$ cat src/rtl/gptmr_pkg.sv
package gptmr_pkg;

    typedef enum logic [1:0] {
        MODE_WAVE    = 2'd0,
        MODE_PINCLK  = 2'd1,
        MODE_CAPTURE = 2'd2,
        MODE_IDLE    = 2'd3
    } tmr_mode_e;

    typedef enum logic [1:0] {
        SRC_SYS   = 2'd0,
        SRC_ALT_A = 2'd1,
        SRC_ALT_B = 2'd2,
        SRC_NONE  = 2'd3
    } tmr_src_e;

    localparam logic [1:0] ADDR_CTRL   = 2'd0;
    localparam logic [1:0] ADDR_PERIOD = 2'd1;
    localparam logic [1:0] ADDR_WIDTH  = 2'd2;

    localparam int CTRL_EN_BIT   = 0;
    localparam int CTRL_MODE_LSB = 1;
    localparam int CTRL_SRC_LSB  = 3;

endpackage

$ cat src/rtl/gptmr_regs.sv
module gptmr_regs
    import gptmr_pkg::*;
#(
    parameter int CNT_W = 32
) (
    input  logic             clk,
    input  logic             rst_n,
    input  logic             we,
    input  logic [1:0]       addr,
    input  logic [CNT_W-1:0] wdata,
    output logic             en,
    output tmr_mode_e        mode,
    output tmr_src_e         src,
    output logic [CNT_W-1:0] period,
    output logic [CNT_W-1:0] width
);

    typedef struct packed {
        logic             en;
        tmr_mode_e        mode;
        tmr_src_e         src;
        logic [CNT_W-1:0] period;
        logic [CNT_W-1:0] width;
    } regs_t;

    regs_t r_d, r_q;

    always_comb begin
        r_d = r_q;
        if (we) begin
            unique case (addr)
                ADDR_CTRL: begin
                    r_d.en   = wdata[CTRL_EN_BIT];
                    r_d.mode = tmr_mode_e'(wdata[CTRL_MODE_LSB +: 2]);
                    r_d.src  = tmr_src_e'(wdata[CTRL_SRC_LSB +: 2]);
                end
                ADDR_PERIOD: r_d.period = wdata;
                ADDR_WIDTH:  r_d.width  = wdata;
                default: ;
            endcase
        end
    end

    always_ff @(posedge clk or negedge rst_n) begin
        if (!rst_n) begin
            r_q <= '{en: 1'b0, mode: MODE_WAVE, src: SRC_SYS,
                     period: '0, width: '0};
        end else begin
            r_q <= r_d;
        end
    end

    assign en     = r_q.en;
    assign mode   = r_q.mode;
    assign src    = r_q.src;
    assign period = r_q.period;
    assign width  = r_q.width;

endmodule

$ cat src/rtl/gptmr_sync.sv
module gptmr_sync #(
    parameter int N = 3
) (
    input  logic         clk,
    input  logic         rst_n,
    input  logic [N-1:0] async_in,
    output logic [N-1:0] rise,
    output logic [N-1:0] fall
);

    typedef struct packed {
        logic [N-1:0] meta;
        logic [N-1:0] stable;
        logic [N-1:0] prev;
    } sync_t;

    sync_t s_d, s_q;

    always_comb begin
        s_d        = s_q;
        s_d.meta   = async_in;
        s_d.stable = s_q.meta;
        s_d.prev   = s_q.stable;
    end

    always_ff @(posedge clk or negedge rst_n) begin
        if (!rst_n) begin
            s_q <= '0;
        end else begin
            s_q <= s_d;
        end
    end

    for (genvar i = 0; i < N; i++) begin : g_edge
        assign rise[i] =  s_q.stable[i] & ~s_q.prev[i];
        assign fall[i] = ~s_q.stable[i] &  s_q.prev[i];
    end

endmodule

$ cat src/rtl/gptmr_tick_sel.sv
module gptmr_tick_sel
    import gptmr_pkg::*;
(
    input  tmr_mode_e mode,
    input  tmr_src_e  src,
    input  logic      pin_rise,
    input  logic      alt_a_rise,
    input  logic      alt_b_rise,
    output logic      tick
);

    logic src_tick;

    always_comb begin
        unique case (src)
            SRC_SYS:   src_tick = 1'b1;
            SRC_ALT_A: src_tick = alt_a_rise;
            SRC_ALT_B: src_tick = alt_b_rise;
            default:   src_tick = 1'b0;
        endcase
    end

    always_comb begin
        unique case (mode)
            MODE_PINCLK:             tick = pin_rise;
            MODE_WAVE, MODE_CAPTURE: tick = src_tick;
            default:                 tick = 1'b0;
        endcase
    end

endmodule

$ cat src/rtl/gptmr_core.sv
module gptmr_core
    import gptmr_pkg::*;
#(
    parameter int CNT_W = 32
) (
    input  logic             clk,
    input  logic             rst_n,
    input  logic             en,
    input  tmr_mode_e        mode,
    input  logic [CNT_W-1:0] period,
    input  logic [CNT_W-1:0] width,
    input  logic             tick,
    input  logic             pin_rise,
    input  logic             pin_fall,
    output logic [CNT_W-1:0] count,
    output logic [CNT_W-1:0] cap_width,
    output logic [CNT_W-1:0] cap_period,
    output logic             irq,
    output logic             pin_out,
    output logic             pin_oe
);

    localparam logic [CNT_W-1:0] CNT_MAX = {CNT_W{1'b1}};

    typedef struct packed {
        logic [CNT_W-1:0] cnt;
        logic [CNT_W-1:0] cap_w;
        logic [CNT_W-1:0] cap_p;
        logic             irq;
        logic             en_prev;
        logic             armed;
        logic             fell;
    } core_t;

    core_t c_d, c_q;

    logic [CNT_W:0]   nxt_wide;
    logic             wrap;
    logic [CNT_W-1:0] meas;

    always_comb begin
        nxt_wide = {1'b0, c_q.cnt} + {{CNT_W{1'b0}}, 1'b1};
        wrap     = nxt_wide >= {1'b0, period};
        if (!tick) begin
            meas = c_q.cnt;
        end else if (c_q.cnt == CNT_MAX) begin
            meas = c_q.cnt;
        end else begin
            meas = nxt_wide[CNT_W-1:0];
        end
    end

    always_comb begin
        c_d         = c_q;
        c_d.irq     = 1'b0;
        c_d.en_prev = en;
        if (en && !c_q.en_prev) begin
            c_d.cnt   = '0;
            c_d.armed = 1'b0;
            c_d.fell  = 1'b0;
        end else if (en) begin
            unique case (mode)
                MODE_WAVE, MODE_PINCLK: begin
                    if (tick) begin
                        if (wrap) begin
                            c_d.cnt = '0;
                            c_d.irq = 1'b1;
                        end else begin
                            c_d.cnt = nxt_wide[CNT_W-1:0];
                        end
                    end
                end
                MODE_CAPTURE: begin
                    if (pin_rise) begin
                        if (c_q.armed && c_q.fell) begin
                            c_d.cap_p = meas;
                            c_d.irq   = 1'b1;
                        end
                        c_d.cnt   = '0;
                        c_d.armed = 1'b1;
                        c_d.fell  = 1'b0;
                    end else if (pin_fall && c_q.armed) begin
                        c_d.cap_w = meas;
                        c_d.fell  = 1'b1;
                        c_d.cnt   = meas;
                    end else begin
                        c_d.cnt = meas;
                    end
                end
                default: ;
            endcase
        end
    end

    always_ff @(posedge clk or negedge rst_n) begin
        if (!rst_n) begin
            c_q <= '0;
        end else begin
            c_q <= c_d;
        end
    end

    assign pin_oe     = en && (mode == MODE_WAVE);
    assign pin_out    = pin_oe && (c_q.cnt < width);
    assign count      = c_q.cnt;
    assign cap_width  = c_q.cap_w;
    assign cap_period = c_q.cap_p;
    assign irq        = c_q.irq;

endmodule

$ cat src/rtl/gptmr_channel.sv
module gptmr_channel
    import gptmr_pkg::*;
#(
    parameter int CNT_W = 32
) (
    input  logic             clk,
    input  logic             rst_n,
    input  logic             reg_we,
    input  logic [1:0]       reg_addr,
    input  logic [CNT_W-1:0] reg_wdata,
    input  logic             pin_in,
    input  logic             alt_clk_a,
    input  logic             alt_clk_b,
    output logic             pin_out,
    output logic             pin_oe,
    output logic             irq,
    output logic [CNT_W-1:0] count_o,
    output logic [CNT_W-1:0] cap_width_o,
    output logic [CNT_W-1:0] cap_period_o
);

    localparam int N_SYNC  = 3;
    localparam int IDX_PIN = 0;
    localparam int IDX_A   = 1;
    localparam int IDX_B   = 2;

    logic             ctrl_en;
    tmr_mode_e        ctrl_mode;
    tmr_src_e         ctrl_src;
    logic [CNT_W-1:0] ctrl_period;
    logic [CNT_W-1:0] ctrl_width;
    logic [N_SYNC-1:0] ext_rise;
    logic [N_SYNC-1:0] ext_fall;
    logic             pin_rise;
    logic             pin_fall;
    logic             tick;

    gptmr_regs #(.CNT_W(CNT_W)) u_regs (
        .clk    (clk),
        .rst_n  (rst_n),
        .we     (reg_we),
        .addr   (reg_addr),
        .wdata  (reg_wdata),
        .en     (ctrl_en),
        .mode   (ctrl_mode),
        .src    (ctrl_src),
        .period (ctrl_period),
        .width  (ctrl_width)
    );

    gptmr_sync #(.N(N_SYNC)) u_sync (
        .clk      (clk),
        .rst_n    (rst_n),
        .async_in ({alt_clk_b, alt_clk_a, pin_in}),
        .rise     (ext_rise),
        .fall     (ext_fall)
    );

    assign pin_rise = ext_rise[IDX_PIN];
    assign pin_fall = ext_fall[IDX_PIN];

    gptmr_tick_sel u_tick (
        .mode       (ctrl_mode),
        .src        (ctrl_src),
        .pin_rise   (pin_rise),
        .alt_a_rise (ext_rise[IDX_A]),
        .alt_b_rise (ext_rise[IDX_B]),
        .tick       (tick)
    );

    gptmr_core #(.CNT_W(CNT_W)) u_core (
        .clk        (clk),
        .rst_n      (rst_n),
        .en         (ctrl_en),
        .mode       (ctrl_mode),
        .period     (ctrl_period),
        .width      (ctrl_width),
        .tick       (tick),
        .pin_rise   (pin_rise),
        .pin_fall   (pin_fall),
        .count      (count_o),
        .cap_width  (cap_width_o),
        .cap_period (cap_period_o),
        .irq        (irq),
        .pin_out    (pin_out),
        .pin_oe     (pin_oe)
    );

endmodule

$ cat config.mk
export PLATFORM = sky130hd
export DESIGN_NAME = gptmr_channel
export DESIGN_NICKNAME = d
export VERILOG_FILES = /design/src/rtl/gptmr_pkg.sv /design/src/rtl/gptmr_regs.sv /design/src/rtl/gptmr_sync.sv /design/src/rtl/gptmr_tick_sel.sv /design/src/rtl/gptmr_core.sv /design/src/rtl/gptmr_channel.sv
export SDC_FILE = /design/constraint.sdc
export NUM_CORES = 1
export LEC_CHECK = 0
export ABC_CLOCK_PERIOD_IN_PS = 4000
export CORE_MARGIN = 2
export CORE_UTILIZATION = 50
export DETAILED_ROUTE_END_ITERATION = 10
export PLACE_DENSITY = 0.77
export RECOVER_POWER = 50
export SYNTH_ARGS = -nofsm -noshare
export SYNTH_HDL_FRONTEND = slang
export SYNTH_SLANG_ARGS = --single-unit
export TNS_END_PERCENT = 30
$ cat constraint.sdc
create_clock -name clk -period 4 [get_ports clk]
set_input_delay 0.8 -clock clk [delete_from_list [all_inputs] [get_ports clk]]
set_output_delay 0.8 -clock clk [all_outputs]
set_load 0.005 [all_outputs]
==> flow_summary.json, run 1 <==
{
  "path_cells": "nand4_2 > nor3_2 > nand4_1 > nor4_2 > nand3_1 > xnor2_2 > ha_1 > nand4_1 > nor4_4 > nand2_1 > or2_4 > o31a_1 > a21oi_4 > buf_12 > buf_8 > o21ai_0 > a21o_1",
  "gr-usage-met1_pct": 31.7,
  "outcome": "finished with violations",
  "hold_violations": 0,
  "h-tree-depth": 4,
  "antenna_left": 0,
  "synth_nets": 1119,
  "cts_buffers": 17,
  "clock_tree.buffer_depth": 2,
  "syn_inst": 1015,
  "hold_ws_ns": 0.348,
  "cp_common_cell": "nand4_1",
  "place.port_buffers": 138,
  "area_growth_pct": 22.6,
  "cts_tree": "yes",
  "synth_cell_type_count": 50,
  "final_common_cell": "dfrtp_1",
  "antenna_cells": 0,
  "critPathSlowestCell": "dfrtp_1",
  "clock_skew_ns": 0.0120,
  "grt-ovfl-total": 0,
  "violations": "max-capacitance violations, max-slew violations",
  "path_delay_family": "simple AND/OR/NAND/NOR gates",
  "grt_pass1_wl_mm": 39.1,
  "dieArea_um2": 21200,
  "finalWeightedCongestion": 0.914,
  "power.total_uw": 4760,
  "io_pins": 139,
  "final_cell_mix": "dfrtp_1 (178), clkdlybuf4s50_1 (132), nor2_1 (96)",
  "ys_warn_count": 0,
  "synthFlopType": "dfrtp_1",
  "finalMaxSlewViolations": 153,
  "leakagePower_uw": 0.00601,
  "max_stage_delay_ns": 0.39,
  "cts.sinks": 178,
  "num_rows": 51,
  "grt_busiest_layer": "met2",
  "syn_area_per_cell_um2": 9.89,
  "post_drt_wl_per_cell_um": 17.7,
  "start_kind": "flip-flop",
  "synth_edf_count": 0,
  "vdd_drop_max_uv": 347,
  "synth_top_area_share_pct": 44.4,
  "drcViolationCount": 0,
  "ys_top_cells_by_area": "dfrtp_1 (44%), mux2_2 (8.2%), ha_1 (8.0%)",
  "dr.pass1.iters": 7,
  "synth_area_leader_cell": "dfrtp_1",
  "criticalPathCategory": "reg2reg",
  "path_buf_inv": 2,
  "fp.dieH_um": 146,
  "drt_iter0_markers": 516,
  "min_path_type": "reg2reg",
  "layout.nets": 1218,
  "met3_usage_pct": 4.83,
  "cts_root_buffer": "clkbuf_16",
  "slew-limit-headroom_pct": -47.8,
  "crit_required_ns": 4.32,
  "cp_data_arrival_time_ns": 4.27,
  "clkTransAtPathRegs_ns": 0.07,
  "start_util_pct": 51.3,
  "crit_fanout": 7,
  "fp.dieW_um": 146,
  "antenna_found_initial": 0,
  "coreArea_um2": 19600,
  "synth-seq-cells": 178,
  "utilization_pct": 62.9,
  "layout.cells.non_filler": 1392,
  "grt_max_degree": 88,
  "hpwl_mm": 17.7,
  "endpoint_kind": "flip-flop",
  "fin_crit_sh_pct": 98.8,
  "async_reset_ff_share_pct": 100,
  "clkLatencyLatePin_ns": 0.44,
  "ys_seq_area_share_pct": 44.4,
  "drive_gt1_share_pct": 20.6,
  "maxClockFrequency_mhz": 253,
  "netlist_area_um2": 10000,
  "setup_viol_count_final": 0,
  "dp_cells": 1341,
  "vias_per_cell": 5.46,
  "period_minus_slack_ns": 3.95,
  "cap_violations": 3,
  "fin_tns_setup_ns": 0,
  "p_per_area_nw_per_um2": 387,
  "use_met2_pct": 36.6,
  "track_usage_pct": 23.0,
  "wl_mm": 24.7,
  "grt_pass1_vias": 7449,
  "tightest_slew_ns": 2.22,
  "vias": 7594
}
==> state kept, by name, summed over array words and instances, names as in the netlist <==
signal,cells
u_regs.period,32
u_core.cap_period,32
u_core.count,32
u_regs.en,1
u_regs.src,2
u_core.cap_width,32
u_sync.s_d,6
u_regs.mode,2
u_sync.s_q,3
u_core.c_q,3
u_regs.width,32
u_core.irq,1
==> timing repair <==
| action | 4_1_cts | 5_1_grt |
|---|---|---|
| hold buffers | 0 | 0 |
| pin swaps | 4 | 21 |
| cloned | 0 | 3 |
| gates resized for setup | 3 | 33 |
| endpoints found under the setup margin | 31 | 31 |
| setup buffers | 0 | 16 |
==> per-stage QoR <==
stage	area, µm²	setup slack [ns]
detailed placement	11400	-0.178
global placement	11400	0.0508
finish	12300	0.0490
floorplan	10000	0.0733
CTS	12000	0.0918
global route	12300	-0.135
==> cell families (layout without fill, tap and decap cells) <==
group                    after synthesis  count (layout)  share of synthesized area [%]
AND/OR/NAND/NOR                      248             248                           11.8
buffers and inverters                216             328                           11.9
AO/OA/AOI/OAI                        181             181                           11.0
flip-flops                           178             178                           44.4
multiplexers                          74              74                           8.28
adder cells (fa/ha/maj)               64              64                           7.97
XOR/XNOR                              54              54                           4.71
==> where the power goes <==
group | internal [µW] | total (µW) | switching, µW
Sequential | 1990 | 2100 | 112
Combinational | 440 | 900 | 460
Clock | 1000 | 1760 | 759
Total | 3430 | 4760 | 1330
==> Yosys cell counts (2+ instances only) <==
library cell / instances
xor2_1: 24
and3_1: 6
a221oi_1: 4
nand3_1: 17
inv_1: 72
a31oi_1: 3
dfrtp_1: 178
ha_1: 64
or2_2: 5
xnor2_1: 30
a22o_1: 12
buf_2: 14
nand2_1: 55
o21ai_1: 2
nand2b_1: 5
nor2_2: 2
a21oi_1: 87
clkbuf_1: 28
nand4_1: 14
a211oi_1: 3
nor3b_1: 3
buf_1: 2
nor2_1: 100
o21ai_0: 30
nand4_2: 2
o211ai_2: 2
nor2b_1: 3
nor4_1: 7
nor3_1: 16
nand3b_1: 2
mux2_2: 73
a21o_1: 31
and4_1: 4
buf_4: 99
==> layer usage <==
layer  vias to the layer above  routed length (µm)
li1                       3551                   -
met1                      3666               11000
met2                       331               11300
met3                        46                1690
met4                         0                 667
met5                         -                   0
==> final cells by class <==
| cell class | instances | area, µm² |
|---|---|---|
| clock inverters | 15 | 190 |
| multi-input cells | 621 | 4550 |
| repair buffers | 223 | 2090 |
| inverters | 73 | 277 |
| flip-flops and latches | 178 | 4450 |
| well taps | 265 | 332 |
| clock buffers | 17 | 425 |
| fillers | 1564 | 7280 |
==> worst paths after layout <==
kind / slack (ns) / cells after the start / end / start
worst max-delay path: 0.05 / 17 / u_core.count[27] / u_core.count[12]
worst min-delay path: 0.35 / 0 / u_sync.s_d[2] / u_sync.s_d[5]
worst max register to register: 0.05 / 17 / u_core.count[27] / u_core.count[12]
worst min register to register: 0.35 / 0 / u_sync.s_d[2] / u_sync.s_d[5]
max in group asynchronous: 1.29 / 2 / u_regs.width[15] / rst_n
min in group asynchronous: 1.02 / 1 / u_regs.width[29] / rst_n
(Power assumes the default switching activity.)
==> run 2, diff against run 1 <==
- ABC_CLOCK_PERIOD_IN_PS: 4000 -> 4200
- CORE_MARGIN: 2 -> 3
- CORE_UTILIZATION: 50 -> 56
- PLACE_DENSITY: 0.77 -> 0.81
- clock period: 4 -> 4.2 ns (I/O delays scaled with it)
==> flow_summary.json, run 2 (synthesized netlist as in run 1, its figures left out) <==
{
  "cp_data_arrival_time_ns": 3.15,
  "place.port_buffers": 138,
  "period_minus_slack_ns": 3.99,
  "setup_viol_count_final": 0,
  "vdd_drop_max_uv": 283,
  "rsz0062_at_grt": "false",
  "clkLatencyLatePin_ns": 0.43,
  "vias": 7322,
  "cts_buffers": 17,
  "hold_violations": 0,
  "hold_buffers": 0,
  "dr.pass1.iters": 7,
  "layout.nets": 1188,
  "grt_pass1_vias": 7421,
  "violations": "max-capacitance violations, max-slew violations",
  "p_per_area_nw_per_um2": 373,
  "leakagePower_uw": 0.00580,
  "layout.cells.non_filler": 1322,
  "grt_max_degree": 109,
  "antenna_found_initial": 0,
  "path_cells": "buf_4 > ha_1 > a21o_1 > a21o_1 > a21oi_1 > o21ai_1 > a221oi_1 > buf_4 > o31ai_2 > a31oi_1 > clkdlybuf4s50_1",
  "clkTransAtPathRegs_ns": 0.07,
  "num_rows": 48,
  "h-tree-depth": 4,
  "crit_required_ns": 3.36,
  "fp.dieH_um": 140,
  "wl_mm": 23.3,
  "fin_tns_setup_ns": 0,
  "track_usage_pct": 24.3,
  "slew-limit-headroom_pct": -78.9,
  "start_util_pct": 57.7,
  "vias_per_cell": 5.54,
  "cts_tree": "yes",
  "grt-ovfl-total": 0,
  "coreArea_um2": 17400,
  "cts.sinks": 178,
  "antenna_left": 0,
  "drcViolationCount": 0,
  "tightest_slew_ns": 2.68,
  "criticalPathCategory": "reg2out",
  "finalWeightedCongestion": 0.888,
  "dieArea_um2": 19600,
  "crit_fanout": 6,
  "start_kind": "flip-flop",
  "final_cell_mix": "dfrtp_1 (178), clkdlybuf4s50_1 (133), nor2_1 (99)",
  "hold_ws_ns": 0.349,
  "maxClockFrequency_mhz": 250,
  "finalMaxSlewViolations": 175,
  "critPathSlowestCell": "clkdlybuf4s50_1",
  "hpwl_mm": 17.1,
  "drt_iter0_markers": 534,
  "dp_cells": 1288,
  "final_common_cell": "dfrtp_1",
  "cts_root_buffer": "clkbuf_16",
  "drive_gt1_share_pct": 16.5,
  "clock_tree.buffer_depth": 2,
  "reg2reg_slack_ns": 0.26,
  "min_from": "u_sync.s_d[5]",
  "path_buf_inv": 3,
  "io_pins": 139,
  "min_path_type": "reg2reg",
  "max_stage_delay_ns": 0.52,
  "outcome": "finished with violations",
  "fp.dieW_um": 140,
  "antenna_cells": 0,
  "path_delay_family": "compound AO/OA/AOI/OAI gates",
  "grt_pass1_wl_mm": 38.4,
  "r2r_start": "u_core.count[0]",
  "post_drt_wl_per_cell_um": 17.7,
  "area_growth_pct": 18.0,
  "clock_skew_ns": 0.0135,
  "fin_crit_sh_pct": 95.1,
  "startpoint": "u_core.count[1]",
  "endpoint_kind": "output pin",
  "cap_violations": 3
}
run 2: cell count changes in the layout (fill, tap and decap cells not counted), moves of 3 or more:
cell,delta
buf_4,-24
clkbuf_1,+4
inv_6,-3
nand3_1,+3
nand3_2,-3
nor2_1,+3
xnor2_1,+3
xnor2_2,-3
run 2: area by class of cell:
type,count,area (µm²)
fill,1353,5560
sequential,178,4450
multi-input combinational,621,4450
timing repair buffer,193,1790
clock buffer,21,450
tap,225,282
inverter,73,274
clock inverter,11,151
run 2: final timing paths:
check / endpoint / cells after the start
worst max-delay path: pin_out / 11
worst min register to register: u_sync.s_d[2] / 0
max in group asynchronous: u_core.cap_width[15] / 2
worst min-delay path: u_sync.s_d[2] / 0
worst max register to register: u_core.count[12] / 16
min in group asynchronous: u_core.cap_period[30] / 1
run 2: power breakdown:
group / total (µW) / switching, µW / internal [µW]
registers: 2000 / 105 / 1900
clock network: 1620 / 664 / 958
logic: 800 / 418 / 382
total: 4420 / 1190 / 3240
run 2: per-layer routing:
layer | global-route usage, % | vias up | part of all wire, %
met5 | 0 | - | 0
met1 | 31.9 | 3616 | 44
met4 | 6.78 | 0 | 1.8
li1 | - | 3484 | -
met2 | 41.8 | 190 | 50
met3 | 4.40 | 32 | 4.3
run 2: per-stage QoR:
step                      util (%)  worst slack (ns)  instance area (µm²)  power [µW]
after global routing          68.1            0.0171                11900        4620
after floorplan                  -             0.273                10000        2530
after global placement        64.4             0.177                11200        2790
after CTS                     67.9            0.0814                11800        4440
final                         68.1             0.207                11900        4420
after detailed placement      64.4           -0.0101                11200        2830
run 2: repair_timing:
item	in CTS	in global routing
setup endpoints to repair	9	34
gates cloned	0	0
buffers inserted	1	1
resized for setup	1	8
pin swaps	1	4
